File: config.mk
export PLATFORM = sky130hd
export DESIGN_NAME = ldseq_core
export DESIGN_NICKNAME = d
export VERILOG_FILES = /design/src/rtl/ldseq_pkg.sv /design/src/rtl/ldseq_decode.sv /design/src/rtl/ldseq_ea.sv /design/src/rtl/ldseq_regs.sv /design/src/rtl/ldseq_core.sv
export SDC_FILE = /design/constraint.sdc
export NUM_CORES = 1
export LEC_CHECK = 0
export BUFFER_PORTS_ARGS = -buffer_cell sky130_fd_sc_hd__buf_2
export CAP_MARGIN = 5
export CORE_MARGIN = 4
export CORE_UTILIZATION = 49
export CTS_CLUSTER_SIZE = 8
export DETAILED_ROUTE_END_ITERATION = 6
export PLACE_DENSITY = 0.76
export SETUP_SLACK_MARGIN = 0.5
export SKIP_LAST_GASP = 1
export SLEW_MARGIN = 20
export SYNTH_ARGS = -nofsm -noshare
export SYNTH_HDL_FRONTEND = slang
export SYNTH_SLANG_ARGS = --single-unit
File: constraint.sdc
create_clock -name clk -period 5.75 [get_ports clk]
set_input_delay 0.575 -clock clk [delete_from_list [all_inputs] [get_ports clk]]
set_output_delay 0.575 -clock clk [all_outputs]
set_load 0.01 [all_outputs]
File: src/rtl/ldseq_pkg.sv
`timescale 1ns/1ps
package ldseq_pkg;

  typedef enum logic [3:0] {
    ST_FETCH, ST_FETCH_X, ST_IMM, ST_HL_RD, ST_HL_WR, ST_HL_WRN,
    ST_LO, ST_HI, ST_DISP, ST_ADDR, ST_X_RD, ST_X_WR, ST_HALT
  } seq_state_t;

  typedef enum logic [3:0] {
    OP_MOVE, OP_LD_PTR, OP_ST_PTR, OP_IMM8, OP_IMM_PTR, OP_IMM16,
    OP_PREFIX, OP_HALT, OP_BAD
  } op_class_t;

  // pair select: the first four follow the pp field of the 16-bit load
  typedef enum logic [2:0] {
    PAIR_BC = 3'd0, PAIR_DE = 3'd1, PAIR_HL = 3'd2, PAIR_SP = 3'd3,
    PAIR_IX = 3'd4, PAIR_IY = 3'd5
  } pair_sel_t;

  localparam logic [2:0] RCODE_PTR    = 3'b110;
  localparam logic [7:0] OPC_HALT     = 8'h76;
  localparam logic [7:0] OPC_PFX_X    = 8'hDD;
  localparam logic [7:0] OPC_PFX_Y    = 8'hFD;
  localparam logic [7:0] OPC_IDX_IMM  = 8'h21;
  localparam logic [7:0] OPC_PTR_IMM  = 8'h36;
  localparam int         TSTATE_W     = 5;

  // T-states of each machine cycle kind
  function automatic logic [TSTATE_W-1:0] mcycle_len(seq_state_t s);
    case (s)
      ST_FETCH, ST_FETCH_X: mcycle_len = TSTATE_W'(4);
      ST_ADDR:              mcycle_len = TSTATE_W'(5);
      ST_HALT:              mcycle_len = TSTATE_W'(0);
      default:              mcycle_len = TSTATE_W'(3);
    endcase
  endfunction

endpackage

File: src/rtl/ldseq_decode.sv
`timescale 1ns/1ps
module ldseq_decode
  import ldseq_pkg::*;
(
  input  logic [7:0] opcode,
  input  logic       prefixed,
  output op_class_t  cls
);

  logic is_row01, is_row00, src_ptr, dst_ptr;

  assign is_row01 = (opcode[7:6] == 2'b01);
  assign is_row00 = (opcode[7:6] == 2'b00);
  assign src_ptr  = (opcode[2:0] == RCODE_PTR);
  assign dst_ptr  = (opcode[5:3] == RCODE_PTR);

  always_comb begin
    cls = OP_BAD;
    if (!prefixed) begin
      if (opcode == OPC_PFX_X || opcode == OPC_PFX_Y)  cls = OP_PREFIX;
      else if (opcode == OPC_HALT)                     cls = OP_HALT;
      else if (is_row01 && src_ptr)                    cls = OP_LD_PTR;
      else if (is_row01 && dst_ptr)                    cls = OP_ST_PTR;
      else if (is_row01)                               cls = OP_MOVE;
      else if (is_row00 && src_ptr)                    cls = dst_ptr ? OP_IMM_PTR : OP_IMM8;
      else if (is_row00 && opcode[3:0] == 4'b0001)     cls = OP_IMM16;
    end else begin
      if (opcode == OPC_IDX_IMM)                       cls = OP_IMM16;
      else if (opcode == OPC_HALT)                     cls = OP_BAD;
      else if (is_row01 && src_ptr)                    cls = OP_LD_PTR;
      else if (is_row01 && dst_ptr)                    cls = OP_ST_PTR;
    end
  end

endmodule

File: src/rtl/ldseq_ea.sv
`timescale 1ns/1ps
module ldseq_ea #(
  parameter int ADDR_W = 16,
  parameter int DATA_W = 8
) (
  input  logic [ADDR_W-1:0] base,
  input  logic [DATA_W-1:0] disp,
  output logic [ADDR_W-1:0] ea
);

  localparam int EXT_W = ADDR_W - DATA_W;

  logic [ADDR_W-1:0] disp_sx;

  assign disp_sx = {{EXT_W{disp[DATA_W-1]}}, disp};
  assign ea      = base + disp_sx;  // wraps modulo 2**ADDR_W

endmodule

File: src/rtl/ldseq_regs.sv
`timescale 1ns/1ps
module ldseq_regs
  import ldseq_pkg::*;
#(
  parameter int ADDR_W = 16,
  parameter int DATA_W = 8
) (
  input  logic              clk,
  input  logic              rst_n,
  input  logic              we8,
  input  logic [2:0]        wsel8,
  input  logic [DATA_W-1:0] wdata8,
  input  logic [2:0]        rsel8,
  output logic [DATA_W-1:0] rdata8,
  input  logic              we16,
  input  pair_sel_t         wsel16,
  input  logic [ADDR_W-1:0] wdata16,
  output logic [ADDR_W-1:0] hl_o,
  output logic [ADDR_W-1:0] sp_o,
  output logic [ADDR_W-1:0] ix_o,
  output logic [ADDR_W-1:0] iy_o
);

  localparam int NREG     = 8;
  localparam int NPAIRREG = 6;

  logic [NREG-1:0][DATA_W-1:0] gview;
  logic [ADDR_W-1:0] sp_q, ix_q, iy_q;

  for (genvar g = 0; g < NREG; g++) begin : g_gpr
    if (g == 6) begin : g_hole
      assign gview[g] = '0;
    end else begin : g_reg
      localparam int  PIDX  = g / 2;
      localparam bit  UPPER = (g % 2) == 0;
      logic              hit8, hit16;
      logic [DATA_W-1:0] nxt, r_q;

      assign hit8 = we8 && (wsel8 == 3'(g));
      if (g < NPAIRREG) begin : g_pair
        assign hit16 = we16 && (3'(wsel16) == 3'(PIDX));
      end else begin : g_solo
        assign hit16 = 1'b0;
      end

      always_comb begin
        if (hit16) nxt = UPPER ? wdata16[ADDR_W-1 -: DATA_W] : wdata16[DATA_W-1:0];
        else       nxt = wdata8;
      end

      always_ff @(posedge clk or negedge rst_n) begin
        if (!rst_n)              r_q <= '0;
        else if (hit8 || hit16)  r_q <= nxt;
      end

      assign gview[g] = r_q;
    end
  end

  always_ff @(posedge clk or negedge rst_n) begin
    if (!rst_n)                          sp_q <= '0;
    else if (we16 && wsel16 == PAIR_SP)  sp_q <= wdata16;
  end

  always_ff @(posedge clk or negedge rst_n) begin
    if (!rst_n)                          ix_q <= '0;
    else if (we16 && wsel16 == PAIR_IX)  ix_q <= wdata16;
  end

  always_ff @(posedge clk or negedge rst_n) begin
    if (!rst_n)                          iy_q <= '0;
    else if (we16 && wsel16 == PAIR_IY)  iy_q <= wdata16;
  end

  assign rdata8 = gview[rsel8];
  assign hl_o   = {gview[4], gview[5]};
  assign sp_o   = sp_q;
  assign ix_o   = ix_q;
  assign iy_o   = iy_q;

  AST_SINGLE_DEST: assert property (@(posedge clk) disable iff (!rst_n)
    we8 |-> !we16) else $error("byte and pair write together");

  AST_NO_PTR_CODE: assert property (@(posedge clk) disable iff (!rst_n)
    we8 |-> wsel8 != RCODE_PTR) else $error("write to pointer code");

endmodule

File: src/rtl/ldseq_core.sv
`timescale 1ns/1ps
module ldseq_core
  import ldseq_pkg::*;
#(
  parameter int ADDR_W   = 16,
  parameter int DATA_W   = 8,
  parameter int TCNT_W   = 24,
  parameter logic [ADDR_W-1:0] RESET_PC = '0
) (
  input  logic                clk,
  input  logic                rst_n,
  output logic [ADDR_W-1:0]   mem_addr,
  output logic                mem_rd,
  output logic                mem_wr,
  output logic [DATA_W-1:0]   mem_wdata,
  input  logic [DATA_W-1:0]   mem_rdata,
  output logic [ADDR_W-1:0]   pc,
  output logic [ADDR_W-1:0]   sp,
  output logic                instr_done,
  output logic [TSTATE_W-1:0] instr_t,
  output logic                unsupported,
  output logic                halted,
  output logic [TCNT_W-1:0]   t_total
);

  // reset: asynchronous assert, synchronous release
  logic [1:0] rsync_q;
  logic       rst_s_n;
  always_ff @(posedge clk or negedge rst_n) begin
    if (!rst_n) rsync_q <= '0;
    else        rsync_q <= {rsync_q[0], 1'b1};
  end
  assign rst_s_n = rsync_q[1];

  seq_state_t          state_q, state_d;
  logic [ADDR_W-1:0]   pc_q, pc_d, ea_q, ea_d;
  logic [7:0]          op_q, op_d;
  logic [DATA_W-1:0]   imm_q, imm_d;
  logic                iy_q, iy_d, pfx_q, pfx_d;
  logic [TSTATE_W-1:0] tacc_q, tacc_d, tret_q, tret_d, cyc_t, t_now;
  logic                done_q, done_d, unsup_q, unsup_d;
  logic [TCNT_W-1:0]   ttot_q, ttot_d;

  op_class_t           cls;
  logic                we8, we16;
  logic [2:0]          wsel8, rsel8;
  logic [DATA_W-1:0]   wdata8, rdata8;
  pair_sel_t           wsel16;
  logic [ADDR_W-1:0]   wdata16, hl, ix, iy, ea_calc;

  ldseq_decode u_dec (
    .opcode   (mem_rdata[7:0]),
    .prefixed (state_q == ST_FETCH_X),
    .cls      (cls)
  );

  ldseq_regs #(.ADDR_W(ADDR_W), .DATA_W(DATA_W)) u_regs (
    .clk     (clk),
    .rst_n   (rst_s_n),
    .we8     (we8),
    .wsel8   (wsel8),
    .wdata8  (wdata8),
    .rsel8   (rsel8),
    .rdata8  (rdata8),
    .we16    (we16),
    .wsel16  (wsel16),
    .wdata16 (wdata16),
    .hl_o    (hl),
    .sp_o    (sp),
    .ix_o    (ix),
    .iy_o    (iy)
  );

  ldseq_ea #(.ADDR_W(ADDR_W), .DATA_W(DATA_W)) u_ea (
    .base (iy_q ? iy : ix),
    .disp (imm_q),
    .ea   (ea_calc)
  );

  assign cyc_t = mcycle_len(state_q);
  assign t_now = (state_q == ST_FETCH) ? cyc_t : tacc_q + cyc_t;

  // next-state logic
  always_comb begin
    state_d   = state_q;
    pc_d      = pc_q;
    op_d      = op_q;
    imm_d     = imm_q;
    ea_d      = ea_q;
    iy_d      = iy_q;
    pfx_d     = pfx_q;
    tacc_d    = t_now;
    tret_d    = tret_q;
    done_d    = 1'b0;
    unsup_d   = 1'b0;
    ttot_d    = ttot_q + TCNT_W'(cyc_t);
    mem_addr  = pc_q;
    mem_rd    = 1'b0;
    mem_wr    = 1'b0;
    mem_wdata = rdata8;
    we8       = 1'b0;
    wsel8     = op_q[5:3];
    wdata8    = mem_rdata;
    rsel8     = op_q[2:0];
    we16      = 1'b0;
    wsel16    = pfx_q ? (iy_q ? PAIR_IY : PAIR_IX) : pair_sel_t'({1'b0, op_q[5:4]});
    wdata16   = {mem_rdata, imm_q};

    case (state_q)
      ST_FETCH: begin
        mem_rd = 1'b1;
        pc_d   = pc_q + 1'b1;
        op_d   = mem_rdata;
        iy_d   = 1'b0;
        pfx_d  = 1'b0;
        rsel8  = mem_rdata[2:0];
        case (cls)
          OP_PREFIX: begin
            pfx_d   = 1'b1;
            iy_d    = (mem_rdata == OPC_PFX_Y);
            state_d = ST_FETCH_X;
          end
          OP_HALT: begin
            done_d = 1'b1; tret_d = t_now; state_d = ST_HALT;
          end
          OP_MOVE: begin
            we8    = 1'b1;
            wsel8  = mem_rdata[5:3];
            wdata8 = rdata8;
            done_d = 1'b1; tret_d = t_now; state_d = ST_FETCH;
          end
          OP_LD_PTR:            state_d = ST_HL_RD;
          OP_ST_PTR:            state_d = ST_HL_WR;
          OP_IMM8, OP_IMM_PTR:  state_d = ST_IMM;
          OP_IMM16:             state_d = ST_LO;
          default: begin
            unsup_d = 1'b1; done_d = 1'b1; tret_d = t_now; state_d = ST_FETCH;
          end
        endcase
      end
      ST_FETCH_X: begin
        mem_rd = 1'b1;
        pc_d   = pc_q + 1'b1;
        op_d   = mem_rdata;
        case (cls)
          OP_LD_PTR, OP_ST_PTR: state_d = ST_DISP;
          OP_IMM16:             state_d = ST_LO;
          default: begin
            unsup_d = 1'b1; done_d = 1'b1; tret_d = t_now; state_d = ST_FETCH;
          end
        endcase
      end
      ST_IMM: begin
        mem_rd = 1'b1;
        pc_d   = pc_q + 1'b1;
        if (op_q == OPC_PTR_IMM) begin
          imm_d   = mem_rdata;
          state_d = ST_HL_WRN;
        end else begin
          we8    = 1'b1;
          done_d = 1'b1; tret_d = t_now; state_d = ST_FETCH;
        end
      end
      ST_HL_RD: begin
        mem_addr = hl;
        mem_rd   = 1'b1;
        we8      = 1'b1;
        done_d = 1'b1; tret_d = t_now; state_d = ST_FETCH;
      end
      ST_HL_WR: begin
        mem_addr = hl;
        mem_wr   = 1'b1;
        done_d = 1'b1; tret_d = t_now; state_d = ST_FETCH;
      end
      ST_HL_WRN: begin
        mem_addr  = hl;
        mem_wr    = 1'b1;
        mem_wdata = imm_q;
        done_d = 1'b1; tret_d = t_now; state_d = ST_FETCH;
      end
      ST_LO: begin
        mem_rd  = 1'b1;
        pc_d    = pc_q + 1'b1;
        imm_d   = mem_rdata;
        state_d = ST_HI;
      end
      ST_HI: begin
        mem_rd = 1'b1;
        pc_d   = pc_q + 1'b1;
        we16   = 1'b1;
        done_d = 1'b1; tret_d = t_now; state_d = ST_FETCH;
      end
      ST_DISP: begin
        mem_rd  = 1'b1;
        pc_d    = pc_q + 1'b1;
        imm_d   = mem_rdata;
        state_d = ST_ADDR;
      end
      ST_ADDR: begin
        ea_d    = ea_calc;
        state_d = (op_q[2:0] == RCODE_PTR) ? ST_X_RD : ST_X_WR;
      end
      ST_X_RD: begin
        mem_addr = ea_q;
        mem_rd   = 1'b1;
        we8      = 1'b1;
        done_d = 1'b1; tret_d = t_now; state_d = ST_FETCH;
      end
      ST_X_WR: begin
        mem_addr = ea_q;
        mem_wr   = 1'b1;
        done_d = 1'b1; tret_d = t_now; state_d = ST_FETCH;
      end
      default: begin
        tacc_d = tacc_q;
      end
    endcase
  end

  // registers
  always_ff @(posedge clk or negedge rst_s_n) begin
    if (!rst_s_n) begin
      state_q <= ST_FETCH;
      pc_q    <= RESET_PC;
      op_q    <= '0;
      imm_q   <= '0;
      ea_q    <= '0;
      iy_q    <= 1'b0;
      pfx_q   <= 1'b0;
      tacc_q  <= '0;
      tret_q  <= '0;
      done_q  <= 1'b0;
      unsup_q <= 1'b0;
      ttot_q  <= '0;
    end else begin
      state_q <= state_d;
      pc_q    <= pc_d;
      op_q    <= op_d;
      imm_q   <= imm_d;
      ea_q    <= ea_d;
      iy_q    <= iy_d;
      pfx_q   <= pfx_d;
      tacc_q  <= tacc_d;
      tret_q  <= tret_d;
      done_q  <= done_d;
      unsup_q <= unsup_d;
      ttot_q  <= ttot_d;
    end
  end

  assign pc          = pc_q;
  assign instr_done  = done_q;
  assign instr_t     = tret_q;
  assign unsupported = unsup_q;
  assign halted      = (state_q == ST_HALT);
  assign t_total     = ttot_q;

  AST_PORT_EXCL: assert property (@(posedge clk) disable iff (!rst_s_n)
    !(mem_rd && mem_wr)) else $error("read and write together");

  AST_HALT_SILENT: assert property (@(posedge clk) disable iff (!rst_s_n)
    halted |=> halted && !mem_rd && !mem_wr && $stable(pc) && $stable(t_total))
    else $error("activity while halted");

  AST_T_LEGAL: assert property (@(posedge clk) disable iff (!rst_s_n)
    instr_done |-> (instr_t == 5'd4 || instr_t == 5'd7 || instr_t == 5'd8 ||
                    instr_t == 5'd10 || instr_t == 5'd14 || instr_t == 5'd19))
    else $error("illegal instruction cost");

  AST_BAD_NO_WRITE: assert property (@(posedge clk) disable iff (!rst_s_n)
    unsup_d |-> !we8 && !we16 && !mem_wr) else $error("unsupported op wrote");

  AST_UNSUP_WITH_DONE: assert property (@(posedge clk) disable iff (!rst_s_n)
    unsupported |-> instr_done) else $error("unsupported without retire");

endmodule

# After elaboration in Yosys (flattened, before gate mapping)
# Cells that the tools add are included.
totals:
  regBits: 196
  latchBits: 0
  ramBits: 0
  romBits: 0
  output_inout_bits: 90
  wordCells: 178
  memories: 0
op_classes:
  addsub: 4
  n_mul: 0
  div_mod_pow: 0
  magnitude_cmp: 1
  n_eq_ne: 44
  shifts: 0
  muxes: 57
  bitwise_logic: 0
  n_reduce_logical: 49
op_table:
  columns: ["op", "n"]
  rows:
  - ["$mux 8", 11]
  - ["$mux 4", 12]
  - ["$eq 4x3->1 const B", 8]
  - ["$pmux 16 s2", 1]
  - ["$pmux 4 s7", 1]
  - ["$add 24x5->24", 1]
  - ["$bmux 8 s3", 1]
  - ["$eq 3x3->1 const B", 8]
  - ["$pmux 4 s6", 1]
  - ["$eq 4x4->1 const B", 5]
  - ["$mux 5", 4]
  - ["$pmux 5 s4", 1]
  - ["$mux 3", 6]
  - ["$reduce_or 6->1", 3]
  - ["$logic_and 1x1->1", 17]
  - ["$add 16x1->16 const B", 1]
  - ["$add 16x16->16", 1]
  - ["$eq 4x2->1 const B", 4]
  - ["$eq 8x6->1 const B", 2]
  - ["$eq 8x8->1 const B", 2]
  - ["$mux 16", 1]
  - ["$pmux 8 s2", 1]
  - ["$reduce_or 8->1", 2]
  - ["$eq 3x2->1 const B", 4]
  - ["other kinds (25)", 57]

# Logic depth before layout (Yosys ltp)
# Gate-level depths: netlist (run 1).
depth:
  ltp_word: 16
  ltp_mapped: 17
  ltp_nobuf: 15

# By module
# A second synthesis (run 1) with hierarchy kept.
unflattened:
  hier_cells: 1006
  hier_area_um2: 10921.7
by_module_without_submodules:
  columns: ["mod", "n_inst", "cells_each", "area_per_inst_um2"]
  rows:
  - ["ldseq_core", 1, 485, 5074.9]
  - ["ldseq_regs", 1, 383, 4853.4]
  - ["ldseq_ea", 1, 109, 793.3]
  - ["ldseq_decode", 1, 29, 200.2]

# Worst setup path before layout (run 1)
# No wires, ideal clock.
synth_path:
  path_type: "register -> register"
  startpoint: "reg iy_q"
  endpoint: "reg ea_q[15]"
  setup_time_ns: 0.069
  arrival_ns: 3.310
  required_time_ns: 5.681
  path_slack_ns: 2.372
  stages_incl_launch_ff: 13
  path_buffers: 2
  period_less_slack_ns: 3.378
  cell_sequence: "dfrtp_1 clkbuf_1 clkbuf_1 mux2i_1 inv_1 ha_1 a211oi_1 o21a_1 o31ai_1 o41ai_1 o21ai_0 or3_1 nand3_1"
synth_between:
  elab_chain_cells: 2
synth_lines:
  columns: ["element", "line", "source"]
  rows:
  - ["start, declared", "ldseq_core.sv:39", "logic iy_q, iy_d, pfx_q, pfx_d;"]
  - ["start signal, assigned", "ldseq_core.sv:241", "iy_q <= iy_d;"]
  - ["$mux 16", "ldseq_core.sv:75", ".base (iy_q ? iy : ix),"]
  - ["$add 16x16->16", "ldseq_ea.sv:16", "assign ea = base + disp_sx;"]
  - ["end signal, assigned", "ldseq_core.sv:227", "ea_q <= '0;"]
  - ["end signal, assigned", "ldseq_core.sv:240", "ea_q <= ea_d;"]
  - ["end, declared", "ldseq_core.sv:36", "logic [ADDR_W-1:0] pc_q, pc_d, ea_q, ea_d;"]
# Every way passes these cells.
# A chain may end at the register's enable or synchronous reset.

# Final worst setup path (run 1)
layout_path:
  startpoint: "reg state_q[3]"
  endpoint: "out mem_wdata[6]"
layout_between:
  elab_chain_cells: 5
layout_lines:
  columns: ["element", "line", "source"]
  rows:
  - ["start, declared", "ldseq_core.sv:35", "seq_state_t state_q, state_d;"]
  - ["start signal, assigned", "ldseq_core.sv:236", "state_q <= state_d;"]
  - ["$logic_not 4->1", "ldseq_core.sv:109", "case (state_q)"]
  - ["$mux 3", "ldseq_core.sv:109", null]
  - ["$bmux 8 s3", "ldseq_regs.sv:75", "assign rdata8 = gview[rsel8];"]
  - ["$mux 8 (implied by the code)", "ldseq_regs.sv:75", null]
  - ["$mux 8 (*)", "ldseq_core.sv:109", null]
  - ["end, declared", "ldseq_core.sv:15", "output logic [DATA_W-1:0] mem_wdata,"]
# Mark *: on every way between the ends. The rest lies on a longest branch, timed or not. The select of a mux whose other input is x is not followed.

==> results of run 1 <==
-- registers in the layout (all words and copies together), names as in the netlist --
name	cells
ea_q	16
imm_q	8
instr_done	1
instr_t	5
iy_q	1
op_q	8
pc	16
pfx_q	1
rsync_q	2
state_q	4
t_total	24
tacc_q	5
u_regs.g_gpr.g_reg.r_q	56
u_regs.ix_o	16
u_regs.iy_o	16
u_regs.sp_o	16
unsupported	1
-- layer usage --
| layer | wire length [µm] | part of all wire [%] |
|---|---|---|
| met1 | 12700 | 44 |
| met2 | 13100 | 45 |
| met3 | 2130 | 7.4 |
| met4 | 935 | 3.2 |
| met5 | 0 | 0 |
-- cell families after synthesis --
group	after synthesis	share of synthesized area (%)
other cells	1	0.0353
flops	196	46.2
simple gates	324	14.7
compound gates	229	16.1
xor+xnor	50	4.12
fa+ha+maj	26	3.25
mux	106	11.1
buf+inv	117	4.57
-- through the flow --
step | total power [W] | hold slack, ns | cell area (µm²) | setup WS [ns] | std cells
floorplan | 0.00345 | 0.279 | 10600 | 2.37 | 1049
finish | 0.00533 | 0.339 | 11900 | 1.08 | 1414
CTS | 0.00533 | 0.355 | 11900 | 1.16 | 1414
global route | 0.00564 | 0.360 | 11900 | 0.920 | 1414
global placement | 0.00406 | 0.336 | 11300 | 1.77 | 1381
detailed placement | 0.00412 | 0.337 | 11300 | 1.66 | 1381
-- final cells by class --
class                           count  area (µm²)  share of cell area (%)
Inverter                           66         248                    2.08
Tap cell                          275         344                    2.89
Timing Repair Buffer              109         586                    4.91
Clock inverter                     13         144                    1.21
Sequential cell                   196        4910                    41.2
Multi-Input combinational cell    736        5240                    44.0
Clock buffer                       19         443                    3.72
-- critical path, delay by kind of cell, from the launching register on --
kind                   cells  cell delay (ns)
flip-flops                 1             0.62
AO/OA/AOI/OAI              3             0.69
AND/OR/NAND/NOR            2             1.20
multiplexers               1             0.96
buffers and inverters      1             0.18
-- repair_timing --
item	4_1_cts	5_1_grt
endpoints found under the hold margin	2	0
hold buffers	1	0
buffers inserted	0	0
-- cells in the final DEF, fill, tap and decap left out, drive strengths merged, types with 6 or more instances in the layout --
cell type and count:
o221ai 32, xnor2 35, a21oi 18, clkbuf 19, a32oi 9, a211oi 6, and3 10, nand2 169
or3 9, nor3 9, nand3 22, mux2 77, a22oi 17, o31ai 6, mux2i 29, and2 8
nor2 42, nand2b 8, ha 22, a221oi 10, a221o 8, dfrtp 196, o21ai 78, nor2b 16
inv 73, xor2 15, nor4 6, buf 108
-- power breakdown --
group / switching [W] / internal, W / total [W]
Combinational: 0.00117 / 0.000861 / 0.00203
Sequential: 0.000373 / 0.00173 / 0.00210
Clock: 0.000542 / 0.000660 / 0.00120
-- worst max-delay path by stage --
stage,startpoint,end,slack [ns],cells after the start
CTS,state_q[3],mem_wdata[6],1.16,7
finish,state_q[3],mem_wdata[6],1.08,7
detailed placement,state_q[3],mem_wdata[6],1.66,7
floorplan,iy_q,ea_q[15],2.37,12
global route,state_q[3],mem_wdata[1],0.92,7
global placement,state_q[3],mem_wdata[6],1.77,7
==> flow_summary.html, run 1 <==
<table>
<tr><th>Metric</th><th>Value</th></tr>
<tr><th colspan="2">Synth</th></tr>
<tr><td>Library cell with the highest instance count after synthesis</td><td>sky130_fd_sc_hd__dfrtp_1</td></tr>
<tr><td>Total of flip-flops plus latches after synthesis</td><td>196</td></tr>
<tr><td>Top FF cell, synth</td><td>sky130_fd_sc_hd__dfrtp_1</td></tr>
<tr><td>Count of flip-flops with a built-in enable after synthesis</td><td>0</td></tr>
<tr><td>Most instantiated cells after synthesis</td><td>sky130_fd_sc_hd__dfrtp_1 (196), sky130_fd_sc_hd__nand2_1 (168), sky130_fd_sc_hd__mux2_2 (70), sky130_fd_sc_hd__o21ai_0 (69), sky130_fd_sc_hd__inv_1 (66)</td></tr>
<tr><td>Fraction of the yosys area taken by sequential cells</td><td>46.2%</td></tr>
<tr><td>Gate count after technology mapping</td><td>1049</td></tr>
<tr><td>Ranking of synthesized cells by area</td><td>sky130_fd_sc_hd__dfrtp_1 (46%), sky130_fd_sc_hd__mux2_2 (7.4%), sky130_fd_sc_hd__nand2_1 (5.9%)</td></tr>
<tr><td>Area share of the largest cell type after synthesis</td><td>46.2%</td></tr>
<tr><td>Post-Synthesis Mean Instance Area</td><td>10.1 µm²</td></tr>
<tr><td>Largest area contributor in the netlist</td><td>sky130_fd_sc_hd__dfrtp_1</td></tr>
<tr><td>Share of flip-flops with an asynchronous set or reset</td><td>100%</td></tr>
<tr><td>Synthesized cell area</td><td>10600 µm²</td></tr>
<tr><td>Syn_nets</td><td>1084</td></tr>
<tr><td>Number of library cell types mapped by synthesis</td><td>75</td></tr>
<tr><td>Number of warnings printed during yosys synthesis</td><td>0</td></tr>
<tr><th colspan="2">Global routing</th></tr>
<tr><td>Via count of the first global-routing pass</td><td>8154</td></tr>
<tr><td>Total global routing overflow</td><td>0</td></tr>
<tr><td>Global-route wire length before repair</td><td>45500 µm</td></tr>
<tr><td>Global-route usage over all layers</td><td>24.0%</td></tr>
<tr><td>Gr busiest metal</td><td>met2</td></tr>
<tr><td>Met2 Resource Use GR</td><td>36.5%</td></tr>
<tr><td>Met1 track demand over resource</td><td>34.6%</td></tr>
<tr><td>Number of antenna violations at the first check in global routing</td><td>1</td></tr>
<tr><td>Pin count of the biggest net entering global routing</td><td>150</td></tr>
<tr><td>Met3 global-route usage</td><td>4.26%</td></tr>
<tr><th colspan="2">Timing</th></tr>
<tr><td>Final worst path period share</td><td>81.2%</td></tr>
<tr><td>Setup-violating endpoint count in the final report</td><td>0</td></tr>
<tr><td>Max-slew violation count</td><td>0</td></tr>
<tr><td>Time the worst path needs with I/O delays and setup</td><td>4.67 ns</td></tr>
<tr><td>Slew @ Worst Pin</td><td>1.07 ns</td></tr>
<tr><td>Setup clock skew after layout</td><td>0.0111 ns</td></tr>
<tr><td>Relative max-transition margin</td><td>26.8%</td></tr>
<tr><td>F_max</td><td>0.214 GHz</td></tr>
<tr><td>Final count of hold timing violations</td><td>0</td></tr>
<tr><td>Unrepaired setup endpoints after global routing</td><td>no</td></tr>
<tr><td>Setup TNS</td><td>0 ns</td></tr>
<tr><th colspan="2">Routing</th></tr>
<tr><td>Post-route antenna net violation count</td><td>0</td></tr>
<tr><td>Number of DRC markers in iteration 0</td><td>1023</td></tr>
<tr><td>Average wire per cell in the routed design</td><td>20.4 µm</td></tr>
<tr><td>Detail-routed via count per cell</td><td>5.99</td></tr>
<tr><td>Number of DRC violations after detailed routing</td><td>0</td></tr>
<tr><td>Wire length reported by the detailed router</td><td>28800 µm</td></tr>
<tr><td>Via count</td><td>8471</td></tr>
<tr><td>Total iterations of the first detailed-routing run</td><td>6</td></tr>
<tr><th colspan="2">Placed design</th></tr>
<tr><td>Port Buffer Count</td><td>99</td></tr>
<tr><td>Detailed Place HPWL</td><td>20000 µm</td></tr>
<tr><td>Final RePlAce weighted congestion</td><td>0.929</td></tr>
<tr><th colspan="2">Final layout</th></tr>
<tr><td>Proportion of layout cells with a drive suffix above 1</td><td>21.1%</td></tr>
<tr><td>Antenna cell count</td><td>0</td></tr>
<tr><td>Layout filler cell count</td><td>1817</td></tr>
<tr><td>Nets</td><td>1161</td></tr>
<tr><td>Layout overhead on the synthesized area</td><td>12.2%</td></tr>
<tr><td>End-of-flow core utilization</td><td>56.3%</td></tr>
<tr><th colspan="2">Die</th></tr>
<tr><td>Vertical die dimension</td><td>155 µm</td></tr>
<tr><td>Standard-cell row count</td><td>53</td></tr>
<tr><td>Die area</td><td>24100 µm²</td></tr>
<tr><td>Die extent in x</td><td>155 µm</td></tr>
<tr><td>Placeable Area</td><td>21200 µm²</td></tr>
<tr><td>Initial cell density of the core</td><td>50.2%</td></tr>
<tr><td>Total I/O pin count</td><td>100</td></tr>
<tr><th colspan="2">Power and ir drop</th></tr>
<tr><td>Lkg Pwr</td><td>5.67 nW</td></tr>
<tr><td>Peak supply drop</td><td>0.000208 V</td></tr>
<tr><td>Power density of the placed cells</td><td>448 nW/µm²</td></tr>
<tr><th colspan="2">Worst setup path</th></tr>
<tr><td>Startpoint type of the worst setup path</td><td>flop</td></tr>
<tr><td>Type of destination of the critical path</td><td>output port</td></tr>
<tr><td>Biggest fanout along the worst timing path</td><td>20</td></tr>
<tr><td>Worst r2r path cells</td><td>7</td></tr>
<tr><td>Worst reg2reg startpoint</td><td>state_q[3]</td></tr>
<tr><td>Slowest stage cell on the critical path</td><td>sky130_fd_sc_hd__mux2i_1</td></tr>
<tr><td>Setup slack of the most critical reg-to-reg path</td><td>1.84 ns</td></tr>
<tr><td>Required time of the critical path</td><td>5.18 ns</td></tr>
<tr><td>Crit Reg-Reg Endpoint</td><td>u_regs.g_gpr[0].g_reg.r_q[0]</td></tr>
<tr><td>Cell breakdown of the critical path</td><td>nor4_4 &gt; mux2i_1 &gt; and2_1 &gt; a221oi_1 &gt; a221o_1 &gt; o21ai_0 &gt; buf_2</td></tr>
<tr><td>Path type of the worst setup path</td><td>flop to output port</td></tr>
<tr><td>CP max stage delay</td><td>0.96 ns</td></tr>
<tr><td>Critical path data arrival time</td><td>4.09 ns</td></tr>
<tr><th colspan="2">Worst hold path</th></tr>
<tr><td>Classification of the worst-slack hold path</td><td>flop to async pin</td></tr>
<tr><th colspan="2">Clock network</th></tr>
<tr><td>Post-cts sizing count</td><td>0</td></tr>
<tr><td>Clock-pin slew on the worst setup and hold paths</td><td>0.07 ns</td></tr>
<tr><td>Max Buffers Root-to-Sink</td><td>2</td></tr>
<tr><td>TritonCTS clock tree</td><td>built</td></tr>
<tr><td>Clock root buffer</td><td>sky130_fd_sc_hd__clkbuf_16</td></tr>
<tr><td>Cts bufs inserted</td><td>17</td></tr>
<tr><td>H-tree levels</td><td>4</td></tr>
<tr><td>Total clock sinks</td><td>196</td></tr>
<tr><td>Clock insertion delay at the later pin of the skew report</td><td>0.44 ns</td></tr>
<tr><th colspan="2">Run</th></tr>
<tr><td>Maxcap violations</td><td>0</td></tr>
<tr><th colspan="2">Outcome</th></tr>
<tr><td>Status</td><td>finished, final reports clean</td></tr>
</table>
(Power assumes the default switching activity.)
==> run 2, diff against run 1 <==
clock period = 4.26 ns   (was 5.75 ns; I/O delays follow)
==> run 2 against run 1 <==
Against the previous run:
- clock power rose by 41%
- worst hold slack got worse by 0.058 ns
- non-clock buffer count rose by 10
- final cell count rose by 0.71%
- clock skew fell by 0.0013 ns
- first-iteration DRC count fell by 18%
- global-route usage rose by 0.58 points
- critical endpoint is now mem_wdata[7]
==> flow_summary.html, run 2 (synthesis gave the netlist of run 1 again) <==
<table>
<tr><th>Metric</th><th>Value</th></tr>
<tr><th colspan="2">Timing</th></tr>
<tr><td>Worst path setup slack after routing</td><td>0.611 ns (was 1.08 ns)</td></tr>
<tr><td>Max-slew violation count</td><td>0 (unchanged)</td></tr>
<tr><td>Unrepaired setup endpoints after global routing</td><td>yes (was no)</td></tr>
<tr><td>Relative max-transition margin</td><td>35.8% (was 26.8%)</td></tr>
<tr><td>Time the worst path needs with I/O delays and setup</td><td>3.65 ns</td></tr>
<tr><td>Final worst path period share</td><td>85.7%</td></tr>
<tr><td>Slew @ Worst Pin</td><td>0.960 ns (was 1.07 ns)</td></tr>
<tr><td>F_max</td><td>0.274 GHz</td></tr>
<tr><td>Setup TNS</td><td>0 ns (unchanged)</td></tr>
<tr><td>Setup clock skew after layout</td><td>0.00983 ns (was 0.0111 ns)</td></tr>
<tr><td>Final count of hold timing violations</td><td>0 (unchanged)</td></tr>
<tr><td>Setup-violating endpoint count in the final report</td><td>0 (unchanged)</td></tr>
<tr><th colspan="2">Worst setup path</th></tr>
<tr><td>Worst reg2reg startpoint</td><td>state_q[2] (was state_q[3])</td></tr>
<tr><td>Cell breakdown of the critical path</td><td>nor4_4 &gt; buf_4 &gt; mux2i_2 &gt; buf_4 &gt; o21ai_0 &gt; a221o_1 &gt; o21ai_0 &gt; buf_2 (was nor4_4 &gt; mux2i_1 &gt; and2_1 &gt; a221oi_1 &gt; a221o_1 &gt; o21ai_0 &gt; buf_2)</td></tr>
<tr><td>Path type of the worst setup path</td><td>flop to output port (unchanged)</td></tr>
<tr><td>Gate family responsible for the most delay along the worst path</td><td>compound AO/OA/AOI/OAI gates (was simple AND/OR/NAND/NOR gates)</td></tr>
<tr><td>Startpoint type of the worst setup path</td><td>flop (unchanged)</td></tr>
<tr><td>Biggest fanout along the worst timing path</td><td>32 (was 20)</td></tr>
<tr><td>Type of destination of the critical path</td><td>output port (unchanged)</td></tr>
<tr><td>Required time of the critical path</td><td>3.83 ns (was 5.18 ns)</td></tr>
<tr><td>Setup slack of the most critical reg-to-reg path</td><td>0.68 ns (was 1.84 ns)</td></tr>
<tr><td>Critical path data arrival time</td><td>3.22 ns (was 4.09 ns)</td></tr>
<tr><td>Slowest stage cell on the critical path</td><td>sky130_fd_sc_hd__dfrtp_4 (was sky130_fd_sc_hd__mux2i_1)</td></tr>
<tr><td>Sum of buffers and inverters on the critical path</td><td>3 (was 1)</td></tr>
<tr><td>Worst r2r path cells</td><td>15 (was 7)</td></tr>
<tr><td>CP max stage delay</td><td>0.58 ns (was 0.96 ns)</td></tr>
<tr><td>Crit Reg-Reg Endpoint</td><td>t_total[18] (was u_regs.g_gpr[0].g_reg.r_q[0])</td></tr>
<tr><th colspan="2">Placed design</th></tr>
<tr><td>Final RePlAce weighted congestion</td><td>0.922 (was 0.929)</td></tr>
<tr><td>Port Buffer Count</td><td>99 (unchanged)</td></tr>
<tr><td>Detailed Place HPWL</td><td>20700 µm (was 20000 µm)</td></tr>
<tr><td>Total placed instance area</td><td>11400 µm² (was 11300 µm²)</td></tr>
<tr><td>Setup Slack @ Placement</td><td>0.492 ns (was 1.66 ns)</td></tr>
<tr><td>Cells after DPL</td><td>1389 (was 1381)</td></tr>
<tr><th colspan="2">Final layout</th></tr>
<tr><td>Nets</td><td>1171 (was 1161)</td></tr>
<tr><td>Filler-free cell count of the finished design</td><td>1424 (was 1414)</td></tr>
<tr><td>Proportion of layout cells with a drive suffix above 1</td><td>22.5% (was 21.1%)</td></tr>
<tr><td>Leading cell types in the layout, fill and taps excluded</td><td>sky130_fd_sc_hd__dfrtp_1 (191), sky130_fd_sc_hd__nand2_1 (167), sky130_fd_sc_hd__buf_2 (99) (was sky130_fd_sc_hd__dfrtp_1 (195), sky130_fd_sc_hd__nand2_1 (168), sky130_fd_sc_hd__buf_2 (99))</td></tr>
<tr><td>Max FFs per register</td><td>56 (unchanged)</td></tr>
<tr><td>Antenna cell count</td><td>0 (unchanged)</td></tr>
<tr><td>Most common cell after layout, fill and taps aside</td><td>sky130_fd_sc_hd__dfrtp_1 (unchanged)</td></tr>
<tr><td>Largest Register</td><td>u_regs.g_gpr.g_reg.r_q (unchanged)</td></tr>
<tr><td>Area of all placed cells without fillers</td><td>12000 µm² (was 11900 µm²)</td></tr>
<tr><td>Layout filler cell count</td><td>1787 (was 1817)</td></tr>
<tr><td>Layout overhead on the synthesized area</td><td>13.4% (was 12.2%)</td></tr>
<tr><th colspan="2">Run</th></tr>
<tr><td>Maxcap violations</td><td>0 (unchanged)</td></tr>
<tr><th colspan="2">Global routing</th></tr>
<tr><td>Pin count of the biggest net entering global routing</td><td>120 (was 150)</td></tr>
<tr><td>Via count of the first global-routing pass</td><td>8251 (was 8154)</td></tr>
<tr><td>Total global routing overflow</td><td>0 (unchanged)</td></tr>
<tr><td>Global-route usage over all layers</td><td>24.6% (was 24.0%)</td></tr>
<tr><td>Global-route wire length before repair</td><td>46600 µm (was 45500 µm)</td></tr>
<tr><td>Number of antenna violations at the first check in global routing</td><td>0 (was 1)</td></tr>
<tr><th colspan="2">Routing</th></tr>
<tr><td>Average wire per cell in the routed design</td><td>20.4 µm (about the same)</td></tr>
<tr><td>Post-route antenna net violation count</td><td>0 (unchanged)</td></tr>
<tr><td>Wire length reported by the detailed router</td><td>29100 µm (was 28800 µm)</td></tr>
<tr><td>Detail-routed via count per cell</td><td>6.00 (was 5.99)</td></tr>
<tr><td>Via count</td><td>8544 (was 8471)</td></tr>
<tr><td>Number of DRC markers in iteration 0</td><td>840 (was 1023)</td></tr>
<tr><td>Number of DRC violations after detailed routing</td><td>0 (unchanged)</td></tr>
<tr><td>Total iterations of the first detailed-routing run</td><td>6 (unchanged)</td></tr>
<tr><th colspan="2">Clock network</th></tr>
<tr><td>H-tree levels</td><td>4 (unchanged)</td></tr>
<tr><td>TritonCTS clock tree</td><td>built (unchanged)</td></tr>
<tr><td>Clock insertion delay at the later pin of the skew report</td><td>0.44 ns (about the same)</td></tr>
<tr><td>Total clock sinks</td><td>196 (unchanged)</td></tr>
<tr><td>Cts bufs inserted</td><td>17 (unchanged)</td></tr>
<tr><td>Clock-pin slew on the worst setup and hold paths</td><td>0.08 ns (was 0.07 ns)</td></tr>
<tr><td>Clock root buffer</td><td>sky130_fd_sc_hd__clkbuf_16 (unchanged)</td></tr>
<tr><td>Max Buffers Root-to-Sink</td><td>2 (unchanged)</td></tr>
<tr><th colspan="2">Die</th></tr>
<tr><td>Die extent in x</td><td>155 µm (unchanged)</td></tr>
<tr><td>Die area</td><td>24100 µm² (unchanged)</td></tr>
<tr><td>Total I/O pin count</td><td>100 (unchanged)</td></tr>
<tr><td>Placeable Area</td><td>21200 µm² (unchanged)</td></tr>
<tr><td>Standard-cell row count</td><td>53 (unchanged)</td></tr>
<tr><td>Vertical die dimension</td><td>155 µm (unchanged)</td></tr>
<tr><td>Initial cell density of the core</td><td>50.2% (unchanged)</td></tr>
<tr><th colspan="2">Power and ir drop</th></tr>
<tr><td>Overall power</td><td>0.00737 W (was 0.00533 W)</td></tr>
<tr><td>Power density of the placed cells</td><td>612 nW/µm² (was 448 nW/µm²)</td></tr>
<tr><td>Peak supply drop</td><td>0.000269 V (was 0.000208 V)</td></tr>
<tr><td>Lkg Pwr</td><td>5.73 nW (was 5.67 nW)</td></tr>
<tr><th colspan="2">Outcome</th></tr>
<tr><td>Status</td><td>finished, final reports clean (unchanged)</td></tr>
<tr><th colspan="2">Worst hold path</th></tr>
<tr><td>Classification of the worst-slack hold path</td><td>input pin to async pin (was flop to async pin)</td></tr>
</table>
==> run 2: changes by cell type in the layout (fill, tap and decap cells not counted), sizes merged <==
cell,before,now
clkbuf,19,17
clkinv,3,4
inv,73,74
buf,108,118
==> run 2: metrics by stage <==
stage / hold slack [ns] / utilization (%)
after global placement: 0.214 / 53.8
final: 0.281 / 56.9
after detailed placement: 0.214 / 53.8
after floorplan: 0.130 / -
after global routing: 0.280 / 56.9
after CTS: 0.267 / 56.8
==> run 2: where the power goes <==
group          switching [W]  internal, W  total, W
Clock               0.000792     0.000895   0.00169
Combinational        0.00165      0.00122   0.00287
Sequential          0.000487      0.00233   0.00282
==> run 2: worst reg2reg max path: cells and delay by family (launching register included) <==
family | cells | cell delay [ns]
AND/OR/NAND/NOR | 10 | 2.04
buffers and inverters | 2 | 0.15
XOR/XNOR | 1 | 0.14
flip-flops | 1 | 0.56
adder cells (fa/ha/maj) | 2 | 0.59
==> run 2: area by class of cell <==
cell class                      count  area, µm²  share of cell area, %
Multi-Input combinational cell    736       5260                   43.7
Sequential cell                   196       4920                   40.8
Timing Repair Buffer              119        661                   5.49
Clock buffer                       17        425                   3.53
Tap cell                          275        344                   2.86
Inverter                           66        248                   2.06
Clock inverter                     15        188                   1.56
==> run 2: what timing repair did <==
action | 4_1_cts | 5_1_grt
hold endpoints to repair | 2 | 0
hold buffers | 1 | 0
gates cloned | 0 | 0
resized for setup | 1 | 7
buffers inserted | 2 | 0
pin swaps | 1 | 0
endpoints found under the setup margin | 6 | 14
==> run 2: layer usage <==
layer  up-vias  wire, µm  global-route usage (%)
met3        70      1860                    3.81
met2       349     13100                    37.4
met5         -         0                       0
met4         0       860                    9.38
met1      4214     13300                    35.7
li1       3911         -                       -
==> run 2: worst max path at each step <==
stage              endpoint  cells past startpoint  startpoint
2_1_floorplan      ea_q[15]                     12        iy_q
3_3_place_gp       ea_q[15]                     10        iy_q
3_5_place_dp    t_total[18]                     15  state_q[2]
4_1_cts         t_total[18]                     14  state_q[3]
5_1_grt         t_total[18]                     15  state_q[2]
6_report       mem_wdata[7]                      8  state_q[2]
==> run 3, diff against run 2 <==
MAX_ROUTING_LAYER = met4   (was unset)
==> run 3 against run 2 <==
Against the previous run:
- via count is 0.25% lower
- utilization is 0.18 points lower
- worst hold slack better by 0.0044 ns
- sequential power hardly changed
- flip-flop and latch count stayed put
- total power is 0.33% lower
- critical endpoint is now mem_wdata[1]
==> flow_summary.html, run 3 (synthesis gave the netlist of run 1 again) <==
<table>
<tr><th>Metric</th><th>Value</th></tr>
<tr><th colspan="2">Outcome</th></tr>
<tr><td>Status</td><td>finished, final reports clean (unchanged)</td></tr>
<tr><th colspan="2">Worst setup path</th></tr>
<tr><td>Worst r2r path cells</td><td>10 (was 15)</td></tr>
<tr><td>Crit Reg-Reg Endpoint</td><td>ea_q[15] (was t_total[18])</td></tr>
<tr><td>Critical Path Most Common Cell</td><td>sky130_fd_sc_hd__buf_4</td></tr>
<tr><td>Critical path data arrival time</td><td>3.25 ns (was 3.22 ns)</td></tr>
<tr><td>Path type of the worst setup path</td><td>flop to output port (unchanged)</td></tr>
<tr><td>CP max stage delay</td><td>0.49 ns (was 0.58 ns)</td></tr>
<tr><td>Startpoint type of the worst setup path</td><td>flop (unchanged)</td></tr>
<tr><td>Cell breakdown of the critical path</td><td>buf_4 &gt; nor4_4 &gt; buf_4 &gt; buf_4 &gt; mux2i_2 &gt; buf_4 &gt; o21ai_0 &gt; a221o_1 &gt; o21ai_0 &gt; buf_2 (was nor4_4 &gt; buf_4 &gt; mux2i_2 &gt; buf_4 &gt; o21ai_0 &gt; a221o_1 &gt; o21ai_0 &gt; buf_2)</td></tr>
<tr><td>Slowest stage cell on the critical path</td><td>sky130_fd_sc_hd__dfrtp_2 (was sky130_fd_sc_hd__dfrtp_4)</td></tr>
<tr><td>Type of destination of the critical path</td><td>output port (unchanged)</td></tr>
<tr><td>Worst reg2reg startpoint</td><td>iy_q (was state_q[2])</td></tr>
<tr><td>Biggest fanout along the worst timing path</td><td>32 (unchanged)</td></tr>
<tr><td>Required time of the critical path</td><td>3.83 ns (about the same)</td></tr>
<tr><td>Setup slack of the most critical reg-to-reg path</td><td>0.75 ns (was 0.68 ns)</td></tr>
<tr><th colspan="2">Power and ir drop</th></tr>
<tr><td>Lkg Pwr</td><td>5.70 nW (was 5.73 nW)</td></tr>
<tr><td>Power density of the placed cells</td><td>612 nW/µm² (about the same)</td></tr>
<tr><td>Peak supply drop</td><td>0.000324 V (was 0.000269 V)</td></tr>
<tr><th colspan="2">Die</th></tr>
<tr><td>Placeable Area</td><td>21200 µm² (unchanged)</td></tr>
<tr><td>Die extent in x</td><td>155 µm (unchanged)</td></tr>
<tr><td>Standard-cell row count</td><td>53 (unchanged)</td></tr>
<tr><td>Total I/O pin count</td><td>100 (unchanged)</td></tr>
<tr><td>Vertical die dimension</td><td>155 µm (unchanged)</td></tr>
<tr><td>Initial cell density of the core</td><td>50.2% (unchanged)</td></tr>
<tr><td>Die area</td><td>24100 µm² (unchanged)</td></tr>
<tr><th colspan="2">Routing</th></tr>
<tr><td>Total iterations of the first detailed-routing run</td><td>5 (was 6)</td></tr>
<tr><td>Average wire per cell in the routed design</td><td>20.6 µm (was 20.4 µm)</td></tr>
<tr><td>Number of DRC markers in iteration 0</td><td>777 (was 840)</td></tr>
<tr><td>Post-route antenna net violation count</td><td>0 (unchanged)</td></tr>
<tr><td>Number of DRC violations after detailed routing</td><td>0 (unchanged)</td></tr>
<tr><td>Wire length reported by the detailed router</td><td>29300 µm (was 29100 µm)</td></tr>
<tr><td>Detail-routed via count per cell</td><td>5.99 (was 6.00)</td></tr>
<tr><td>Via count</td><td>8523 (was 8544)</td></tr>
<tr><th colspan="2">Timing</th></tr>
<tr><td>Unrepaired setup endpoints after global routing</td><td>no (was yes)</td></tr>
<tr><td>Setup clock skew after layout</td><td>0.00944 ns (was 0.00983 ns)</td></tr>
<tr><td>Setup-violating endpoint count in the final report</td><td>0 (unchanged)</td></tr>
<tr><td>Final worst path period share</td><td>86.3% (was 85.7%)</td></tr>
<tr><td>Time the worst path needs with I/O delays and setup</td><td>3.68 ns (was 3.65 ns)</td></tr>
<tr><td>Max-slew violation count</td><td>0 (unchanged)</td></tr>
<tr><td>Final count of hold timing violations</td><td>0 (unchanged)</td></tr>
<tr><td>F_max</td><td>0.272 GHz (was 0.274 GHz)</td></tr>
<tr><td>Setup TNS</td><td>0 ns (unchanged)</td></tr>
<tr><td>Slew @ Worst Pin</td><td>1.08 ns (was 0.960 ns)</td></tr>
<tr><td>Relative max-transition margin</td><td>27.6% (was 35.8%)</td></tr>
<tr><th colspan="2">Final layout</th></tr>
<tr><td>Filler-free cell count of the finished design</td><td>1423 (was 1424)</td></tr>
<tr><td>Max FFs per register</td><td>56 (unchanged)</td></tr>
<tr><td>Largest Register</td><td>u_regs.g_gpr.g_reg.r_q (unchanged)</td></tr>
<tr><td>Nets</td><td>1170 (was 1171)</td></tr>
<tr><td>Most common cell after layout, fill and taps aside</td><td>sky130_fd_sc_hd__dfrtp_1 (unchanged)</td></tr>
<tr><td>Flip-flop and latch area</td><td>4910 µm² (was 4920 µm²)</td></tr>
<tr><td>Layout filler cell count</td><td>1809 (was 1787)</td></tr>
<tr><td>Layout overhead on the synthesized area</td><td>13.0% (was 13.4%)</td></tr>
<tr><td>Leading cell types in the layout, fill and taps excluded</td><td>sky130_fd_sc_hd__dfrtp_1 (191), sky130_fd_sc_hd__nand2_1 (167), sky130_fd_sc_hd__buf_2 (99) (unchanged)</td></tr>
<tr><td>Antenna cell count</td><td>0 (unchanged)</td></tr>
<tr><td>Footprint of the multi-input gates</td><td>5250 µm² (was 5260 µm²)</td></tr>
<tr><td>Proportion of layout cells with a drive suffix above 1</td><td>22.4% (was 22.5%)</td></tr>
<tr><th colspan="2">Placed design</th></tr>
<tr><td>Port Buffer Count</td><td>99 (unchanged)</td></tr>
<tr><td>Detailed Place HPWL</td><td>20800 µm (was 20700 µm)</td></tr>
<tr><td>Cells after DPL</td><td>1388 (was 1389)</td></tr>
<tr><td>Final RePlAce weighted congestion</td><td>0.938 (was 0.922)</td></tr>
<tr><th colspan="2">Global routing</th></tr>
<tr><td>Number of antenna violations at the first check in global routing</td><td>0 (unchanged)</td></tr>
<tr><td>Pin count of the biggest net entering global routing</td><td>149 (was 120)</td></tr>
<tr><td>Via count of the first global-routing pass</td><td>8280 (was 8251)</td></tr>
<tr><td>Global-route wire length before repair</td><td>46300 µm (was 46600 µm)</td></tr>
<tr><td>Total global routing overflow</td><td>0 (unchanged)</td></tr>
<tr><td>Global-route usage over all layers</td><td>25.3% (was 24.6%)</td></tr>
<tr><th colspan="2">Clock network</th></tr>
<tr><td>Cts bufs inserted</td><td>17 (unchanged)</td></tr>
<tr><td>TritonCTS clock tree</td><td>built (unchanged)</td></tr>
<tr><td>Clock root buffer</td><td>sky130_fd_sc_hd__clkbuf_16 (unchanged)</td></tr>
<tr><td>Total clock sinks</td><td>196 (unchanged)</td></tr>
<tr><td>Clock-pin slew on the worst setup and hold paths</td><td>0.07 ns (was 0.08 ns)</td></tr>
<tr><td>H-tree levels</td><td>4 (unchanged)</td></tr>
<tr><td>Max Buffers Root-to-Sink</td><td>2 (unchanged)</td></tr>
<tr><td>Clock insertion delay at the later pin of the skew report</td><td>0.44 ns (about the same)</td></tr>
<tr><th colspan="2">Worst hold path</th></tr>
<tr><td>Classification of the worst-slack hold path</td><td>input pin to async pin (unchanged)</td></tr>
<tr><th colspan="2">Run</th></tr>
<tr><td>Maxcap violations</td><td>0 (unchanged)</td></tr>
</table>
[run 3: layer usage]
metal | track usage [%] | vias up | share of wire, %
met5 | - | - | 0
met1 | 35.3 | 4252 | 45
met4 | 8.71 | 0 | 2.4
met2 | 38.5 | 301 | 46
li1 | - | 3916 | -
met3 | 3.25 | 54 | 5.9
[run 3: repair_timing]
item	CTS	global route
endpoints found under the setup margin	8	16
gates resized for setup	0	8
buffers inserted	2	0
hold buffers	1	0
endpoints found under the hold margin	2	0
pin swaps	1	0
[run 3: worst max-delay path, delay by kind of cell, from the launching register on]
kind,cells,cell delay [ns]
buf+inv,5,1.05
compound gates,3,0.86
flops,1,0.49
simple gates,1,0.20
mux,1,0.20
[run 3: report_power, final]
part	internal [W]	switching [W]	total (W)
logic	0.00122	0.00166	0.00288
registers	0.00233	0.000496	0.00283
clock network	0.000881	0.000759	0.00164
[run 3: how the worst max path moves through the flow]
stage,start,to,slack (ns),cells after the start
floorplan,iy_q,ea_q[15],0.88,12
global placement,state_q[3],t_total[21],0.74,11
detailed placement,state_q[3],t_total[18],0.58,14
CTS,state_q[3],t_total[18],0.57,14
global route,iy_q,ea_q[15],0.50,10
finish,state_q[2],mem_wdata[1],0.58,10
[run 3: area by class of cell]
class	instances	share of cell area (%)
clock buffer	17	3.54
clock inverter	15	1.42
inverter	66	2.06
multi-input combinational	736	43.7
sequential	196	40.9
tap	275	2.87
timing repair buffer	118	5.44
[run 3: metrics by stage]
step	setup WS, ns	hold WS (ns)	instance area [µm²]	util, %	total power [W]
final	0.584	0.286	12000	56.7	0.00735
after global routing	0.501	0.287	12000	56.7	0.00776
after CTS	0.567	0.271	12000	56.7	0.00734
after detailed placement	0.585	0.214	11400	53.7	0.00567
after global placement	0.738	0.213	11400	53.7	0.00559
after floorplan	0.882	0.130	10600	-	0.00466
